[src/rtl/pixlink_pkg.sv]
package pixlink_pkg;
  // default geometry of the link
  localparam int unsigned COLOR_W_DEF  = 6;
  localparam int unsigned LANES_DEF    = 3;
  localparam int unsigned SLOTS_DEF    = 7;
  localparam int unsigned CLK_HIGH_DEF = 4;
endpackage

[src/rtl/pixlink_rst_sync.sv]
module pixlink_rst_sync #(
  parameter int unsigned STAGES = 2
) (
  input  logic clk,
  input  logic rst_n_async,
  output logic rst_n_sync
);
  logic [STAGES-1:0] sync_q;

  always_ff @(posedge clk or negedge rst_n_async) begin
    if (!rst_n_async) sync_q <= '0;
    else              sync_q <= {sync_q[STAGES-2:0], 1'b1};
  end

  assign rst_n_sync = sync_q[STAGES-1];
endmodule

[src/rtl/pixlink_front.sv]
module pixlink_front #(
  parameter int unsigned WORD_W   = 21,
  parameter int unsigned SLOTS    = 7,
  parameter int unsigned CLK_HIGH = 4
) (
  input  logic              clk,
  input  logic              rst_n,
  input  logic              pd_n,
  input  logic              pix_clk,
  input  logic [WORD_W-1:0] word_i,
  output logic              load_o,
  output logic [WORD_W-1:0] shadow_o,
  output logic              fclk_o,
  output logic              live_o
);
  localparam int unsigned SLOT_W = $clog2(SLOTS);
  localparam logic [SLOT_W-1:0] LAST_SLOT = SLOT_W'(SLOTS - 1);
  localparam logic [SLOT_W-1:0] HIGH_LIM  = SLOT_W'(CLK_HIGH);

  logic              pclk_q;
  logic              fall_w;
  logic [WORD_W-1:0] shadow_q, shadow_d;
  logic [SLOT_W-1:0] slot_q, slot_d;
  logic              fclk_q, fclk_d;
  logic              have_q, have_d;
  logic              live_q, live_d;

  // falling edge of the pixel clock seen at bit-clock resolution
  assign fall_w = pclk_q & ~pix_clk;

  always_comb begin
    shadow_d = shadow_q;
    if (fall_w) shadow_d = word_i;

    if (fall_w)                 slot_d = '0;
    else if (slot_q == LAST_SLOT) slot_d = '0;
    else                        slot_d = slot_q + 1'b1;

    fclk_d = (slot_d < HIGH_LIM);

    have_d = have_q;
    live_d = live_q;
    if (!pd_n) begin
      have_d = 1'b0;
      live_d = 1'b0;
    end else if (fall_w) begin
      have_d = 1'b1;
      if (have_q) live_d = 1'b1;
    end
  end

  always_ff @(posedge clk or negedge rst_n) begin
    if (!rst_n) begin
      pclk_q   <= 1'b0;
      shadow_q <= '0;
      slot_q   <= LAST_SLOT;
      fclk_q   <= 1'b0;
      have_q   <= 1'b0;
      live_q   <= 1'b0;
    end else begin
      pclk_q   <= pix_clk;
      shadow_q <= shadow_d;
      slot_q   <= slot_d;
      fclk_q   <= fclk_d;
      have_q   <= have_d;
      live_q   <= live_d;
    end
  end

  assign load_o   = fall_w;
  assign shadow_o = shadow_q;
  assign fclk_o   = fclk_q;
  assign live_o   = live_q;

  // a detected edge restarts the period at slot 0
  a_r4_slot_restart: assert property (@(posedge clk) disable iff (!rst_n)
    fall_w |=> (slot_q == '0));
  // forwarded clock only rises at the start of a period
  a_r5_fclk_rise: assert property (@(posedge clk) disable iff (!rst_n)
    $rose(fclk_q) |-> (slot_q == '0));
  // shadow holds between captures
  a_r9_shadow_hold: assert property (@(posedge clk) disable iff (!rst_n)
    !fall_w |=> $stable(shadow_q));
  // enable rises only on an edge with a word already captured
  a_r7_live_rise: assert property (@(posedge clk) disable iff (!rst_n)
    $rose(live_q) |-> $past(have_q && fall_w && pd_n));
  // power-down drops the drive state
  a_r6_pd_drop: assert property (@(posedge clk) disable iff (!rst_n)
    !pd_n |=> !live_q);
endmodule

[src/rtl/pixlink_lane.sv]
module pixlink_lane #(
  parameter int unsigned SLOTS = 7
) (
  input  logic             clk,
  input  logic             rst_n,
  input  logic             load_i,
  input  logic [SLOTS-1:0] par_i,
  output logic             ser_o
);
  logic [SLOTS-1:0] sh_q, sh_d;

  always_comb begin
    if (load_i) sh_d = par_i;
    else        sh_d = {1'b0, sh_q[SLOTS-1:1]};
  end

  always_ff @(posedge clk or negedge rst_n) begin
    if (!rst_n) sh_q <= '0;
    else        sh_q <= sh_d;
  end

  assign ser_o = sh_q[0];

  // slot 0 of a loaded word is its lowest bit
  a_r3_first_bit: assert property (@(posedge clk) disable iff (!rst_n)
    load_i |=> (ser_o == $past(par_i[0])));
endmodule

[src/rtl/pixlink_ser7.sv]
module pixlink_ser7 #(
  parameter int unsigned COLOR_W  = pixlink_pkg::COLOR_W_DEF,
  parameter int unsigned LANES    = pixlink_pkg::LANES_DEF,
  parameter int unsigned SLOTS    = pixlink_pkg::SLOTS_DEF,
  parameter int unsigned CLK_HIGH = pixlink_pkg::CLK_HIGH_DEF
) (
  input  logic               bit_clk,
  input  logic               rst_n,
  input  logic               pd_n,
  input  logic               pix_clk,
  input  logic [COLOR_W-1:0] red_i,
  input  logic [COLOR_W-1:0] grn_i,
  input  logic [COLOR_W-1:0] blu_i,
  input  logic               line_sync_i,
  input  logic               frame_sync_i,
  input  logic               data_en_i,
  output logic [LANES-1:0]   lane_o,
  output logic               fclk_o,
  output logic               drv_en_o
);
  // LANES * SLOTS must equal the packed word width
  localparam int unsigned WORD_W = 3 * COLOR_W + 3;

  logic              rst_ns;
  logic [WORD_W-1:0] word_w;
  logic              load_w;
  logic [WORD_W-1:0] shadow_w;
  logic              fclk_w;
  logic              live_w;
  logic [LANES-1:0]  ser_w;

  // word packing
  assign word_w = {data_en_i, frame_sync_i, line_sync_i, blu_i, grn_i, red_i};

  pixlink_rst_sync #(.STAGES(2)) u_rst (
    .clk(bit_clk), .rst_n_async(rst_n), .rst_n_sync(rst_ns)
  );

  pixlink_front #(.WORD_W(WORD_W), .SLOTS(SLOTS), .CLK_HIGH(CLK_HIGH)) u_front (
    .clk(bit_clk), .rst_n(rst_ns), .pd_n(pd_n), .pix_clk(pix_clk),
    .word_i(word_w), .load_o(load_w), .shadow_o(shadow_w),
    .fclk_o(fclk_w), .live_o(live_w)
  );

  for (genvar k = 0; k < LANES; k++) begin : g_lane
    pixlink_lane #(.SLOTS(SLOTS)) u_lane (
      .clk(bit_clk), .rst_n(rst_ns), .load_i(load_w),
      .par_i(shadow_w[k*SLOTS +: SLOTS]), .ser_o(ser_w[k])
    );
  end

  assign drv_en_o = live_w & pd_n;
  assign lane_o   = drv_en_o ? ser_w : '0;
  assign fclk_o   = drv_en_o & fclk_w;

  // disabled pads carry no activity
  a_r6_quiet: assert property (@(posedge bit_clk) disable iff (!rst_ns)
    !drv_en_o |-> (lane_o == '0 && !fclk_o));
endmodule

[config.mk]
export PLATFORM = sky130hd
export DESIGN_NAME = pixlink_ser7
export DESIGN_NICKNAME = d
export VERILOG_FILES = /design/src/rtl/pixlink_pkg.sv /design/src/rtl/pixlink_rst_sync.sv /design/src/rtl/pixlink_front.sv /design/src/rtl/pixlink_lane.sv /design/src/rtl/pixlink_ser7.sv
export SDC_FILE = /design/constraint.sdc
export NUM_CORES = 1
export LEC_CHECK = 0
export BUFFER_PORTS_ARGS = -buffer_cell sky130_fd_sc_hd__buf_2
export CAP_MARGIN = 30
export CORE_UTILIZATION = 50
export CTS_BUF_LIST = sky130_fd_sc_hd__clkbuf_8 sky130_fd_sc_hd__clkbuf_16
export CTS_CLUSTER_SIZE = 40
export DETAILED_ROUTE_END_ITERATION = 10
export PLACE_DENSITY_LB_ADDON = 0.05
export SLEW_MARGIN = 15
export SYNTH_ARGS = -nofsm -noshare
export SYNTH_HDL_FRONTEND = slang
export SYNTH_HIERARCHICAL = 1
export SYNTH_SLANG_ARGS = --single-unit
[constraint.sdc]
create_clock -name bit_clk -period 1.5 [get_ports bit_clk]
set_input_delay 0.15 -clock bit_clk [delete_from_list [all_inputs] [get_ports bit_clk]]
set_output_delay 0.15 -clock bit_clk [all_outputs]
set_load 0.03 [all_outputs]
==> metrics, run 1 <==
ant diodes=0; critical path launch point type=input pin; area grow syn2layout=15.6%; GRT overflow=0; RePlAce Congestion=0.658; cells on worst reg2reg path=4; routed length on met3=156 um; initial antenna violation count=0; Synth warnings=6; worst path required time=1.68 ns; H-tree lvl count=2; Die ar.=4430 sq um; Crit Path Max Fanout=11; First-pass DRT Iterations=4; nets=181; R2R Path End=g_lane[0].u_lane/sh_q[3]; Max Clock Freq=0.697 GHz; Avg Synthesized Cell Area=17.7 sq um; vias in the first global route=1052; power per cell area=1230 nW/um^2; largest net degree at the start of global routing=50; CP Capture Type=flop; IO Pins=30; worst vdd rail ir drop=734 uV; Die X=66.6 um; critical path arrival=1.61 ns; setup tns final=0 ns; Worst-path clk slew=0.09 ns; CORE AREA=4000 sq um; reg2reg start=u_front/pclk_q; clock skew=0.00769 ns; met2 WL=1370 um; GRT Total Usage=15.5%; CTS tree=yes; Post-Syn Nets=143; Slew Limit Fails=0; Setup CP Type=in2reg; final instance area=2410 sq um; final wirelength=2990 um; register area share after synthesis=61.4%; Worst setup endpoint=g_lane[1].u_lane/sh_q[0]; worst hold-check path type=in2reg; wire length on met1=1410 um; Final period util=95.6%; max-cap viol count=0; CTS Root Cell=clkbuf_8; RSZ-0062 raised after global routing=false; Max Root-Sink Buffers=2; Final HPWL DP=1940 um; antenna viol nets, final=0; Synth Register Bits=51; Area after DPL=2280 sq um; vias=1041; initial core utilization=52.1%; Worst R2R Setup Slack=0.29 ns; Row Count=23; share of cells above drive strength 1=56.1%; Setup-failing EPs final=0; WHS=0.0812 ns; fill count=343; die height=66.6 um; drt drc=0; Netlist cell types=19; first-pass GRT wire length=4940 um; detail-routed via count per cell=5.03; status=complete, no violations; Final Hold Vio Count=0; number of buffers created by CTS=5; P_leak=0.00124 uW; postcts setup bufs=0; Worst-Skew Late Latency=0.30 ns; Worst Setup SP=pix_clk; synthesized cell area=2080 sq um; DR top layer=met4; post-layout min period=1.43 ns; total power=2950 uW; DRT iter0 DRCs=41; Gate Count Post-Synth=118; Sink Count=51; per-cell routed wire length=14.4 um; PortBufs=29
## synth_stat cells, drive strengths merged
library cell | count | area share (%)
a211oi | 2 | 0.72
a211o | 1 | 0.42
nor2 | 1 | 0.18
nand2b | 2 | 0.96
dfstp | 2 | 2.5
inv | 1 | 0.18
o21a | 1 | 0.36
and3 | 4 | 1.2
nand2 | 2 | 0.36
dfrtp | 49 | 59
buf | 6 | 4.1
conb | 1 | 0.18
mux2 | 39 | 28
o21ai | 2 | 0.48
and2 | 4 | 1.4
o211a | 1 | 0.48
## cell families (layout without fill, tap and decap cells)
family | after synthesis | after routing | synth area share (%)
muxes | 39 | 39 | 27.6
AOI/OAI and AO/OA | 7 | 7 | 2.46
buffers and inverters | 7 | 46 | 4.26
other | 1 | 1 | 0.180
and+or+nand+nor | 13 | 13 | 4.14
DFF | 51 | 51 | 61.4
## critical path, cell delays in order
cell,delay [ns]
dlygate4sd3_1,0.53
buf_2,0.14
nand2b_4,0.20
inv_2,0.13
buf_12,0.17
mux2_4,0.30
## layout make-up
type	count	area, sq um	area share (%)
sequential	51	1280	53.2
tap	50	62.6	2.60
inverter	1	3.75	0.156
multi-input combinational	60	716	29.7
clock inverter	3	11.3	0.468
clock buffer	5	68.8	2.86
timing repair buffer	37	265	11.0
## sequential cells by signal (all words and copies together), names as in the netlist
signal / flops
u_front/pclk_q: 1
u_front/slot_q: 3
u_front/fclk_o: 1
u_rst/sync_q: 2
u_front/shadow_o: 21
u_front/live_o: 1
u_front/have_q: 1
g_lane.u_lane/sh_q: 21
## placed cells by master, fill, tap and decap left out
cell / synthesis / routed
dfstp_2: 2 / 2
clkbuf_8: 0 / 5
conb_1: 1 / 1
dlygate4sd3_1: 0 / 2
nor2_1: 1 / 1
dfrtp_1: 49 / 48
a211o_1: 1 / 1
mux2_4: 36 / 36
and2_2: 4 / 4
buf_4: 0 / 2
o21a_1: 1 / 1
mux2_2: 3 / 3
inv_2: 0 / 1
o21ai_0: 2 / 2
nand2b_1: 1 / 1
and3_1: 4 / 4
clkbuf_16: 0 / 1
buf_12: 2 / 3
dfrtp_2: 0 / 1
o211a_1: 1 / 1
nand2_1: 2 / 2
inv_1: 1 / 3
buf_2: 0 / 29
nand2b_4: 1 / 1
a211oi_1: 2 / 2
## where the power goes
group          internal (uW)  switching [uW]
Combinational            332             158
Sequential              1620             123
Clock                    312             405
## how the worst min path moves through the flow
stage	startpoint	to	slack [ns]	cells after the start
floorplan	rst_n	u_rst/sync_q[0]	-0.15	0
global placement	rst_n	u_rst/sync_q[0]	-0.07	1
detailed placement	rst_n	u_rst/sync_q[0]	-0.06	1
CTS	red_i[5]	u_front/shadow_o[5]	0.07	2
global route	blu_i[1]	u_front/shadow_o[13]	0.07	2
finish	red_i[5]	u_front/shadow_o[5]	0.08	2
## routing by layer
layer | vias to the layer above | GRT usage (%)
met5 | - | 0
met3 | 5 | 5.65
li1 | 479 | -
met2 | 32 | 22.3
met4 | 0 | 5.59
met1 | 525 | 21.2
## repair_timing
action / 4_1_cts / 5_1_grt
gates resized for setup: 0 / 1
hold buffers: 2 / 0
setup endpoints to repair: 0 / 2
endpoints found under the hold margin: 3 / 0
## metrics by stage
step	cells	setup slack, ns	util, %
detailed placement	196	0.245	57.1
CTS	206	0.0234	59.6
floorplan	118	0.217	-
finish	207	0.0653	60.2
global placement	196	0.286	57.1
global route	207	0.0456	60.2
(Power assumes the default switching activity.)
==> run 2, diff against run 1 <==
--- a/config.mk
+++ b/config.mk
@@ -11,7 +11,7 @@
 export CTS_BUF_LIST = sky130_fd_sc_hd__clkbuf_8 sky130_fd_sc_hd__clkbuf_16
 export CTS_CLUSTER_SIZE = 40
 export DETAILED_ROUTE_END_ITERATION = 10
-export PLACE_DENSITY_LB_ADDON = 0.05
+export PLACE_DENSITY = 0.72
 export SLEW_MARGIN = 15
 export SYNTH_ARGS = -nofsm -noshare
 export SYNTH_HDL_FRONTEND = slang
==> run 2 against run 1 <==
Sequential power barely moved. Via count fell by 2.1%. Design area fell by 1.4%. Wire length fell by 7.3%. Total power fell by 1.5%.
==> metrics, run 2 (synthesized netlist as in run 1, its figures left out) <==
Hold-fix buffers, CTS=2; total power=2910 uW; nets=180; P_leak=0.00122 uW; setup tns final=0 ns; initial antenna violation count=0; GRT Total Usage=14.8%; Slew Limit Fails=0; area grow syn2layout=14.0%; CP top delay family=buffers and inverters; PostCTS Resize Cnt=0; clock skew=0.00282 ns; FF+latch area=1280 sq um; GRT overflow=0; First-pass DRT Iterations=4; post-layout min period=1.38 ns; initial core utilization=52.1%; Final period util=92.2%; Net Switching=655 uW; Worst Setup SP=pix_clk; Area after DPL=2280 sq um; IO Pins=30; final non-filler cell total=204; reg2reg start=u_front/pclk_q; ant diodes=0; Clock power frac=23.4%; share of cells above drive strength 1=55.8%; slowest CP cell=dlygate4sd3_1; Internal Power=2250 uW; Max Clock Freq=0.723 GHz; CTS tree=yes; max-cap viol count=0; CP Capture Type=flop; Row Count=23; worst hold-check path type=in2reg; RSZ-0062 raised after global routing=false; detail-routed via count per cell=5.00; CP Buf/Inv Count=4; final wirelength=2770 um; commonest non-fill, non-tap cell in the layout=dfrtp_1; first-pass GRT wire length=4660 um; RePlAce Congestion=0.627; Die X=66.6 um; critical path launch point type=input pin; antenna viol nets, final=0; Final Hold Vio Count=0; power per cell area=1220 nW/um^2; Hold Crit Start=grn_i[5]; die height=66.6 um; critical path arrival=1.56 ns; worst path required time=1.67 ns; most frequent cells in the layout=dfrtp_1, mux2_4, buf_2, clkbuf_8; fill count=313; cells along the critical path=dlygate4sd3_1, buf_2, nand2b_4, inv_1, buf_12, mux2_4; DRT iter0 DRCs=48; status=complete, no violations; drt drc=0; final instance area=2370 sq um; Worst-path clk slew=0.08 ns; largest net degree at the start of global routing=31; Setup CP Type=in2reg; Max Root-Sink Buffers=2; Die ar.=4430 sq um; CP max stage delay=0.52 ns; PortBufs=29; Final HPWL DP=1970 um; Logic pwr share=16.2%; vias=1019; Sw Share=22.5%; placed insts=196; H-tree lvl count=2; vias in the first global route=1027; number of buffers created by CTS=5; Worst-Skew Late Latency=0.29 ns; Sink Count=51; per-cell routed wire length=13.6 um; postcts setup bufs=0; Crit Path Max Fanout=18; worst vdd rail ir drop=771 uV; CORE AREA=4000 sq um; sequential power share=60.4%; multi-input combinational cell area=716 sq um; CTS Root Cell=clkbuf_8; Setup-failing EPs final=0
run 2: cell types whose count changed in the layout (fill, tap and decap cells not counted):
cell / before / now
clkbuf_16: 1 / 0
inv_1: 3 / 2
inv_2: 1 / 0
run 2: layout make-up:
type	count	area share (%)
Timing Repair Buffer	36	10.1
Tap cell	50	2.63
Clock buffer	5	2.90
Inverter	1	0.158
Multi-Input combinational cell	60	30.1
Clock inverter	1	0.158
Sequential cell	51	53.9
run 2: worst paths after layout:
path / endpoint / slack (ns) / cells after the start
worst max-delay path: g_lane[2].u_lane/sh_q[4] / 0.12 / 6
worst min-delay path: u_front/shadow_o[11] / 0.09 / 2
worst max register to register: u_front/shadow_o[12] / 0.31 / 3
worst min register to register: u_front/shadow_o[10] / 0.21 / 0
max in group asynchronous: u_front/slot_q[2] / 0.72 / 1
min in group asynchronous: u_rst/sync_q[1] / 0.17 / 2
run 2: power by group through the flow:
stage / Combinational, uW / Clock (uW) / Sequential [uW]
2_1_floorplan: 387 / 0 / 1750
3_3_place_gp: 454 / 0 / 1770
3_5_place_dp: 471 / 0 / 1790
4_1_cts: 477 / 721 / 1760
5_1_grt: 510 / 767 / 1790
6_report: 471 / 679 / 1760
run 2: routing by layer:
| layer | part of all wire, % | routed length [um] | track usage (%) |
|---|---|---|---|
| met2 | 48 | 1340 | 22.2 |
| met3 | 3.5 | 96 | 3.08 |
| met1 | 46 | 1290 | 19.7 |
| met4 | 1.6 | 44 | 8.78 |
| met5 | 0 | 0 | 0 |
run 2: worst reg2reg max path: stages, from the launching register on:
cell and delay (ns):
dfrtp_1 0.41, nand2b_4 0.09, buf_4 0.22, mux2_2 0.36
run 2: metrics by stage:
step | util (%) | worst slack (ns) | hold WS (ns)
6_report | 59.4 | 0.118 | 0.0890
5_1_grt | 59.4 | 0.0835 | 0.0695
4_1_cts | 59.4 | 0.123 | 0.0747
3_5_place_dp | 57.1 | 0.303 | -0.0642
3_3_place_gp | 57.1 | 0.347 | -0.0652
2_1_floorplan | - | 0.217 | -0.146
